===== config.mk =====
export PLATFORM = sky130hd
export DESIGN_NAME = pwm_reload_timer
export DESIGN_NICKNAME = d
export VERILOG_FILES = /design/src/rtl/pwm_reload_timer.sv
export SDC_FILE = /design/constraint.sdc
export NUM_CORES = 1
export LEC_CHECK = 0
export CORE_MARGIN = 10
export CORE_UTILIZATION = 26
export CTS_CLUSTER_SIZE = 14
export DETAILED_ROUTE_END_ITERATION = 10
export GPL_TIMING_DRIVEN = 0
export REMOVE_ABC_BUFFERS = 1
export SLEW_MARGIN = 15
export SYNTH_ARGS = -nofsm -noshare
export SYNTH_HDL_FRONTEND = slang
export SYNTH_SLANG_ARGS = --single-unit

===== constraint.sdc =====
create_clock -name clk -period 3.1 [get_ports clk]
set_clock_uncertainty 0.1 [all_clocks]
set_input_delay 0.62 -clock clk [delete_from_list [all_inputs] [get_ports clk]]
set_output_delay 0.62 -clock clk [all_outputs]
set_load 0.05 [all_outputs]

===== src/rtl/pwm_reload_timer.sv =====
module pwm_reload_timer #(
  parameter int CW  = 16,
  parameter int NCH = 3,
  localparam int NREG = NCH + 1,
  localparam int AW   = $clog2(NREG)
) (
  input  logic          clk,
  input  logic          rst_n,
  input  logic          tick,
  input  logic          run,
  input  logic          wr_en,
  input  logic [AW-1:0] wr_addr,
  input  logic [CW-1:0] wr_data,
  output logic [NCH-1:0] pwm_out,
  output logic          per_tgl
);

  logic [NREG-1:0][CW-1:0] hold_q, buf_q;
  logic [CW-1:0] cnt_q;
  logic run_q, arm_q, tgl_q;

  wire start    = run & ~run_q;
  wire counting = run & run_q & tick;
  wire match    = counting & (cnt_q == buf_q[0]);
  wire reload   = match & arm_q;
  wire wr_ok    = run & wr_en & (int'(wr_addr) < NREG);
  wire arm_wr   = wr_ok & (wr_addr == AW'(1));

  always_ff @(posedge clk) begin
    if (!rst_n) begin
      cnt_q <= '0;
      buf_q <= '0;
      run_q <= 1'b0;
      tgl_q <= 1'b0;
    end else begin
      run_q <= run;
      if (start) begin
        cnt_q <= '0;
        tgl_q <= 1'b0;
        buf_q <= hold_q;
      end else if (!run) begin
        cnt_q <= '0;
      end else if (counting) begin
        if (match) begin
          cnt_q <= '0;
          tgl_q <= ~tgl_q;
          if (arm_q) buf_q <= hold_q;
        end else begin
          cnt_q <= cnt_q + CW'(1);
        end
      end
    end
  end

  always_ff @(posedge clk) begin
    if (!rst_n) begin
      hold_q <= '0;
      arm_q  <= 1'b0;
    end else begin
      if (wr_ok) hold_q[wr_addr] <= wr_data;
      if (arm_wr) arm_q <= 1'b1;
      else if (start || reload) arm_q <= 1'b0;
    end
  end

  for (genvar k = 0; k < NCH; k++) begin : g_pwm
    assign pwm_out[k] = run_q & (cnt_q < buf_q[k+1]);
  end
  assign per_tgl = run_q & tgl_q;

  p_wrap_r1: assert property (@(posedge clk) disable iff (!rst_n)
    match |=> cnt_q == '0);
  p_toggle_r1: assert property (@(posedge clk) disable iff (!rst_n)
    match |=> tgl_q != $past(tgl_q));
  p_hold_r3: assert property (@(posedge clk) disable iff (!rst_n)
    (!reload && !start) |=> $stable(buf_q));
  p_noarm_r4: assert property (@(posedge clk) disable iff (!rst_n)
    (match && !arm_q) |=> $stable(buf_q));
  p_disarm_r5: assert property (@(posedge clk) disable iff (!rst_n)
    (reload && !arm_wr) |=> !arm_q);
  p_ignore_r6: assert property (@(posedge clk) disable iff (!rst_n)
    !run |=> $stable(hold_q));
  p_start_low_r7: assert property (@(posedge clk) disable iff (!rst_n)
    start |-> (pwm_out == '0 && !per_tgl));
  p_start_load_r7: assert property (@(posedge clk) disable iff (!rst_n)
    start |=> (cnt_q == '0 && buf_q == $past(hold_q)));
  p_idle_r8: assert property (@(posedge clk) disable iff (!rst_n)
    !run |=> (pwm_out == '0 && !per_tgl && cnt_q == '0));
  p_tick_r9: assert property (@(posedge clk) disable iff (!rst_n)
    (run && run_q && !tick) |=> ($stable(cnt_q) && $stable(tgl_q)));
  p_same_cycle_r10: assert property (@(posedge clk) disable iff (!rst_n)
    (reload && arm_wr) |=> (arm_q && buf_q == $past(hold_q)));

endmodule


## After elaboration in Yosys (flattened, before gate mapping)

Cells that the tools add are included.

| operators by class | value |
|---|---|
| add/sub/neg operators | 1 |
| magnitude comparators | 5 |
| equality and inequality tests | 2 |
| mux-type cells | 11 |
| bitwise gates (word level) | 15 |
| reductions and logical operators | 11 |

Operator list:

| operator | count |
|---|---|
| $mux 64 | 5 |
| $bwmux 64 | 1 |
| $lt 16x16->1 | 3 |
| $demux 16 s2 | 1 |
| $mux 16 | 2 |
| $add 16x1->16 const B | 1 |
| $eq 16x16->1 | 1 |
| $and 1x1->1 | 11 |
| $reduce_bool 2->1 | 5 |
| $not 1->1 | 4 |
| $reduce_and 4->1 | 1 |
| $lt 2x3->1 const B | 1 |
| $reduce_and 3->1 | 1 |
| $reduce_or 3->1 | 1 |
| $eq 2x1->1 const B | 1 |
| $ge 2x1->1 const B | 1 |
| $mux 1 | 2 |
| $reduce_or 2->1 | 1 |
| $logic_and 1x1->1 | 1 |
| $logic_or 1x1->1 | 1 |

| word-level totals | value |
|---|---|
| register bits | 147 |
| input bits | 23 |
| output and inout bits | 4 |
| word-level logic and storage cells | 57 |

## Logic depth before layout (Yosys ltp)

Gate-level depths: netlist (run 1).

| logic depth | value |
|---|---|
| depth after elaboration | 7 |
| gate-level depth with buffers | 9 |
| gate-level depth less buffers | 7 |

## Worst setup path before layout (run 1)

Ideal clock, no wire load.

| timing | value |
|---|---|
| path type | register to output |
| start | reg cnt_q[5] |
| end | out pwm_out[0] |
| data arrival time | 2.474 ns |
| data required time | 2.380 ns |
| slack | -0.094 ns |
| cell stages (with the launch flop) | 7 |
| buffers on the path | 0 |
| cell sequence | dfxtp_1 ha_1 a21o_1 a21o_1 a21oi_1 nand4_1 a221oi_1 |

| between the ends | value |
|---|---|
| word-level cells in the longest chain between the ends | 2 |

RTL lines:

| what | line | RTL |
|---|---|---|
| start: declaration | 19 | `logic [CW-1:0] cnt_q;` |
| start signal: assignment | 49 | `cnt_q <= cnt_q + CW'(1);` |
| $lt 16x16->1 | 67 | `assign pwm_out[k] = run_q & (cnt_q < buf_q[k+1]);` |
| $and 1x1->1 | 67 |  |
| end: declaration | 14 | `output logic [NCH-1:0] pwm_out,` |

No other way between the ends.

## Final worst setup path (run 1)

Ends and elaborated chain as after synthesis.

==> results.json, run 1 <==
{
  "fp-row-count": 59,
  "grt-ovfl-total": 0,
  "final_area_um2": 8100,
  "num_vias": 5310,
  "cellLeakagePower_uw": 0.00281,
  "drv_cap": 0,
  "drc_errors": 0,
  "yosys-top-cells-area": "dfxtp_1 (43%), nand2_1 (11%), ha_1 (8.5%), a21boi_0 (7.0%), nand3_1 (5.3%)",
  "first_pass_iters": 5,
  "setup_violations": 0,
  "synth_cells": 833,
  "cts_buffer_depth": 2,
  "nNetsFinal": 908,
  "status": "finished, final reports clean",
  "p_per_area_nw_per_um2": 503,
  "core_area_um2": 25900,
  "drive_above_1_share_pct": 8.25,
  "via_per_inst": 4.49,
  "synth_flop_cell": "dfxtp_1",
  "port_buffers": 26,
  "dpl.cell_count": 1153,
  "cp_max_fo": 6,
  "syn_area_um2": 6790,
  "synth_cell_types": 38,
  "arrival_ns": 2.28,
  "tightest_slew_ns": 1.18,
  "cp-start-kind": "flop",
  "gp_congestion": 0.778,
  "grt_max_degree": 121,
  "critPathKind": "flop to output pin",
  "avgSynthCellArea_um2": 8.15,
  "fin_util_pct": 31.3,
  "worstSkewPairLatency_ns": 0.42,
  "synth-seq-area-share_pct": 43.3,
  "wl_per_cell_um": 13.5,
  "synthArstFlopShare_pct": 0,
  "ant_nets": 0,
  "instances_no_fill": 1183,
  "worstPathRequired_ns": 2.38,
  "slew_headroom_pct": 21.2,
  "cts_sinks": 147,
  "pin_count": 27,
  "fin_setup_tns_ns": 0,
  "cp-end-kind": "output pin",
  "grt_pass1_vias": 5051,
  "synth_edf_count": 0,
  "yosysWarnings": 0,
  "cts_hold_buf": 0,
  "synth-seq-cells": 147,
  "dpl.hpwl_mm": 10.9,
  "finalCriticalPeriod_ns": 3.00,
  "synthToLayoutAreaGrowth_pct": 19.3,
  "antennaDiodeCount": 0,
  "finalWirelength_mm": 16.0,
  "antenna_found_initial": 0,
  "finalHoldViolations": 0,
  "synth_top_area_share_pct": 43.3,
  "clock_tree.root_cell": "clkbuf_16",
  "dieArea_um2": 33000,
  "cts_buffers": 17,
  "hold_ws_ns": 0.345,
  "initial_core_util_pct": 26.2,
  "clkTransAtPathRegs_ns": 0.06,
  "placed_cell_area_um2": 7430,
  "grt_use_total_pct": 9.81,
  "die_w_um": 182,
  "yosysTopAreaCell": "dfxtp_1",
  "hp-class": "flop to flop",
  "die_h_um": 182,
  "cts_tree": "done",
  "drt_iter0_markers": 320,
  "period_share_pct": 96.9,
  "ir_drop_uv": 277,
  "h-tree-depth": 4,
  "slew_violations": 0,
  "fmax_ghz": 0.333,
  "grt_pass1_wl_mm": 26.2
}
-- synth_stat cells (4+ instances only) --
master / instances
xor2_1: 15
buf_1: 6
o21ai_1: 16
and3_1: 8
buf_6: 4
dfxtp_1: 147
and2_1: 4
o21ai_2: 4
buf_2: 5
nand2b_1: 4
xnor2_1: 16
nand4_1: 15
a21oi_1: 11
inv_1: 45
nand3_1: 72
clkbuf_1: 32
nor2_1: 26
a21o_1: 13
a21boi_0: 63
o21ai_0: 47
nand2_1: 205
ha_1: 46
-- layout by cell type, fill, tap and decap left out, types with 13 or more instances in the layout --
cell | synthesis | final
a21boi_0 | 63 | 63
a21o_1 | 13 | 13
clkbuf_16 | 0 | 17
clkdlybuf4s50_1 | 0 | 22
dfxtp_1 | 147 | 138
ha_1 | 46 | 44
inv_1 | 45 | 45
nand2_1 | 205 | 205
nand3_1 | 72 | 72
nand4_1 | 15 | 15
nor2_1 | 26 | 26
o21ai_0 | 47 | 45
o21ai_1 | 16 | 18
xnor2_1 | 16 | 16
xor2_1 | 15 | 15
-- stage by stage --
stage,setup slack [ns],total power [uW]
2_1_floorplan,-0.839,2060
3_3_place_gp,-3.64,2190
3_5_place_dp,-0.508,2210
4_1_cts,-0.0420,4120
5_1_grt,-0.0200,4220
6_report,0.0957,4070
-- power breakdown --
part           internal, uW  leakage [uW]  total (uW)  switching (uW)
clock network          1170      0.000271        1900             737
registers              1910       0.00119        1930            14.3
logic                  95.6       0.00135         242             146
-- area by class of cell --
class                           count  area (um^2)
Clock buffer                       23          488
Fill cell                        2693        17800
Multi-Input combinational cell    593         3570
Sequential cell                   147         2960
Clock inverter                      5         53.8
Timing Repair Buffer               35          444
Inverter                           45          169
Tap cell                          335          419
-- worst paths after layout --
kind,startpoint,endpoint,slack [ns],cells after the start
worst max-delay path,cnt_q[5],pwm_out[0],0.1,7
worst min-delay path,hold_q[53],buf_q[53],0.35,2
worst max register to register,cnt_q[3],buf_q[39],0.80,8
worst min register to register,hold_q[53],buf_q[53],0.35,2
-- critical path, cell delays in order (launching register included) --
cell and delay, ns:
dfxtp_4 0.38, ha_1 0.30, a21o_1 0.16, a21o_1 0.20
a21oi_4 0.17, nand4_1 0.12, a221oi_2 0.33, buf_6 0.21
-- logic make-up (layout without fill, tap and decap cells) --
group / after synthesis / count (layout) / synth area share (%)
simple gates: 349 / 349 / 22.6
compound gates: 167 / 167 / 15.9
flops: 147 / 147 / 43.3
buf+inv: 93 / 108 / 5.69
fa+ha+maj: 46 / 46 / 8.48
xor+xnor: 31 / 31 / 4.00
-- repair_timing --
item                       CTS  global route
setup endpoints to repair    3             3
pin swaps                    2            12
gates resized for setup     32            20
buffers inserted             0             2
-- routing by layer --
layer	GRT usage [%]	vias up	routed length, um
met2	16.0	67	7620
met1	12.3	2419	7530
met4	3.06	0	246
met3	2.70	22	585
met5	0	-	0
li1	-	2802	-
-- flip-flops by register name, summed over array words and instances, names as in the netlist --
register / flops
arm_q: 1
buf_q: 64
cnt_q: 16
hold_q: 64
run_q: 1
tgl_q: 1
No activity file was read; power rests on OpenSTA's default activity.
==> inputs of run 2 (changes only) <==
Clock period 3.1 ns to 2.5 ns, I/O delays scaled along.
==> run 2 against run 1 <==
Against the previous run: the run now ends with setup timing left; first-iteration DRC count rose by 0.94%; final area rose by 2.0%; count of clock-buffer cells in the layout did not move; critical path depth rose by 1; largest power group unchanged; largest cell class unchanged; power rose by 24%; die area did not move; sequential share of layout area fell by 0.60 points; highest routed layer unchanged; setup slack got worse by 0.45 ns; utilization rose by 0.62 points; register-to-register slack got worse by 0.47 ns; hold slack barely moved; non-clock buffer count rose by 5.
==> results.json, run 2 (synthesis results as in run 1) <==
{
  "status": "complete, but fails checks",
  "violations": "setup timing",
  "fp-row-count": 59,
  "max_stage_delay_ns": 0.37,
  "antenna_found_initial": 0,
  "grt_pass1_wl_mm": 26.5,
  "hold_path_startpoint": "hold_q[53]",
  "critPathKind": "flop to output pin",
  "initial_core_util_pct": 26.2,
  "fillers": 2675,
  "die_h_um": 182,
  "path_cells": "buf_6, ha_4, a21o_1, a21o_1, a21oi_4, nand4_1, a221oi_2, buf_6",
  "pre_cts_ws_ns": -0.988,
  "wl_per_cell_um": 13.6,
  "tightest_slew_ns": 1.17,
  "drc_errors": 0,
  "cts_tree": "done",
  "cts_sinks": 147,
  "ant_nets": 0,
  "grt_pass1_vias": 5083,
  "antennaDiodeCount": 0,
  "clock_tree.root_cell": "clkbuf_16",
  "drv_cap": 0,
  "r2r_slack_ns": 0.33,
  "slew_violations": 0,
  "placed_cell_area_um2": 7430,
  "via_per_inst": 4.49,
  "dieArea_um2": 33000,
  "rr_endpoint": "buf_q[40]",
  "dpl.cell_count": 1153,
  "nNetsFinal": 913,
  "seqPwrFrac_pct": 47.3,
  "cts_buffers": 17,
  "setup_violations": 3,
  "core_area_um2": 25900,
  "ir_drop_uv": 346,
  "drive_above_1_share_pct": 10.7,
  "reg2reg_depth": 9,
  "period_share_pct": 114,
  "reg2reg_from": "cnt_q[5]",
  "worstSkewPairLatency_ns": 0.42,
  "instances_no_fill": 1188,
  "whs_path_depth": 2,
  "power.internal_uw": 3940,
  "cpMaxStageDelayCell": "dfxtp_4",
  "cts_buffer_depth": 2,
  "final_area_um2": 8260,
  "switching_share_pct": 22.0,
  "grt_use_total_pct": 9.94,
  "grt-ovfl-total": 0,
  "cts_hold_buf": 0,
  "h-tree-depth": 4,
  "cp-start-kind": "flop",
  "synthToLayoutAreaGrowth_pct": 21.7,
  "cp-end-kind": "output pin",
  "hold_ws_ns": 0.345,
  "cp_max_fo": 4,
  "finalWirelength_mm": 16.1,
  "final_common_cell": "nand2_1",
  "drt_iter0_markers": 323,
  "slew_headroom_pct": 21.9,
  "setup_ws_ns": -0.354,
  "finalCriticalPeriod_ns": 2.85,
  "switching_power_uw": 1110,
  "clkTransAtPathRegs_ns": 0.06,
  "grt_max_degree": 121,
  "worstPathRequired_ns": 1.90,
  "port_buffers": 26,
  "pin_count": 27,
  "pwr-share-clk_pct": 46.6,
  "arrival_ns": 2.25,
  "gp_congestion": 0.778,
  "startpoint": "cnt_q[5]",
  "first_pass_iters": 5,
  "top_regs": "buf_q (64), hold_q (64), cnt_q (16)",
  "dpl.hpwl_mm": 10.9,
  "num_vias": 5334,
  "rsz0062_at_grt": "true",
  "die_w_um": 182,
  "p_per_area_nw_per_um2": 612,
  "combPwrFrac_pct": 6.1,
  "hp-class": "flop to flop",
  "cellLeakagePower_uw": 0.00287,
  "fmax_ghz": 0.350,
  "mostFrequentLayoutCells": "nand2_1 (205), dfxtp_1 (133), nand3_1 (71)",
  "holdPathEnd": "buf_q[53]",
  "finalHoldViolations": 0
}
## run 2: cell types whose count changed in the layout (fill, tap and decap cells not counted), moves of 2 or more
cell / delta
dfxtp_1: -5
ha_1: -5
ha_4: +5
dfxtp_2: +4
inv_1: -3
inv_2: +3
buf_4: +2
buf_6: +2
## run 2: worst max-delay path by stage
stage,end,slack (ns),depth (start not counted)
2_1_floorplan,buf_q[15],-1.36,5
3_3_place_gp,cnt_q[11],-4.12,4
3_5_place_dp,pwm_out[1],-0.99,7
4_1_cts,pwm_out[2],-0.38,7
5_1_grt,pwm_out[2],-0.45,8
6_report,pwm_out[0],-0.35,8
## run 2: area by class of cell
type / instances / area (um^2) / area share, %
repair buffers: 40 / 500 / 6.06
inverters: 45 / 169 / 2.04
clock buffers: 23 / 488 / 5.91
flip-flops and latches: 147 / 2970 / 35.9
multi-input cells: 593 / 3660 / 44.3
clock inverters: 5 / 53.8 / 0.651
well taps: 335 / 419 / 5.07
## run 2: routing by layer
| layer | vias to the layer above | global-route usage (%) | routed length, um | share of wire, % |
|---|---|---|---|---|
| met3 | 17 | 2.72 | 587 | 3.6 |
| met5 | - | 0 | 0 | 0 |
| met1 | 2436 | 12.4 | 7610 | 47 |
| met2 | 70 | 16.2 | 7720 | 48 |
| met4 | 0 | 3.06 | 218 | 1.4 |
| li1 | 2811 | - | - | - |
## run 2: critical path, delay by kind of cell, from the launching register on
family	cells	cell delay, ns
fa+ha+maj	1	0.20
buf+inv	2	0.33
flops	1	0.37
simple gates	1	0.12
compound gates	4	0.82
## run 2: power groups by stage
| stage | clock network (uW) | registers, uW | logic, uW |
|---|---|---|---|
| global placement | 0 | 2440 | 271 |
| finish | 2360 | 2390 | 310 |
| floorplan | 0 | 2440 | 116 |
| detailed placement | 0 | 2440 | 296 |
| global route | 2500 | 2390 | 342 |
| CTS | 2410 | 2390 | 306 |
## run 2: repair_timing
action,in CTS,in global routing
gates resized for setup,65,9
pin swaps,23,14
setup buffers,2,5
endpoints found under the setup margin,4,44
## run 2: metrics by stage
step	utilization [%]	TNS [ns]	total power (uW)
2_1_floorplan	-	-86.23	2560
3_3_place_gp	28.0	-506.82	2710
3_5_place_dp	28.7	-28.59	2740
4_1_cts	31.5	-0.962	5110
5_1_grt	31.9	-1.17	5240
6_report	31.9	-0.895	5060
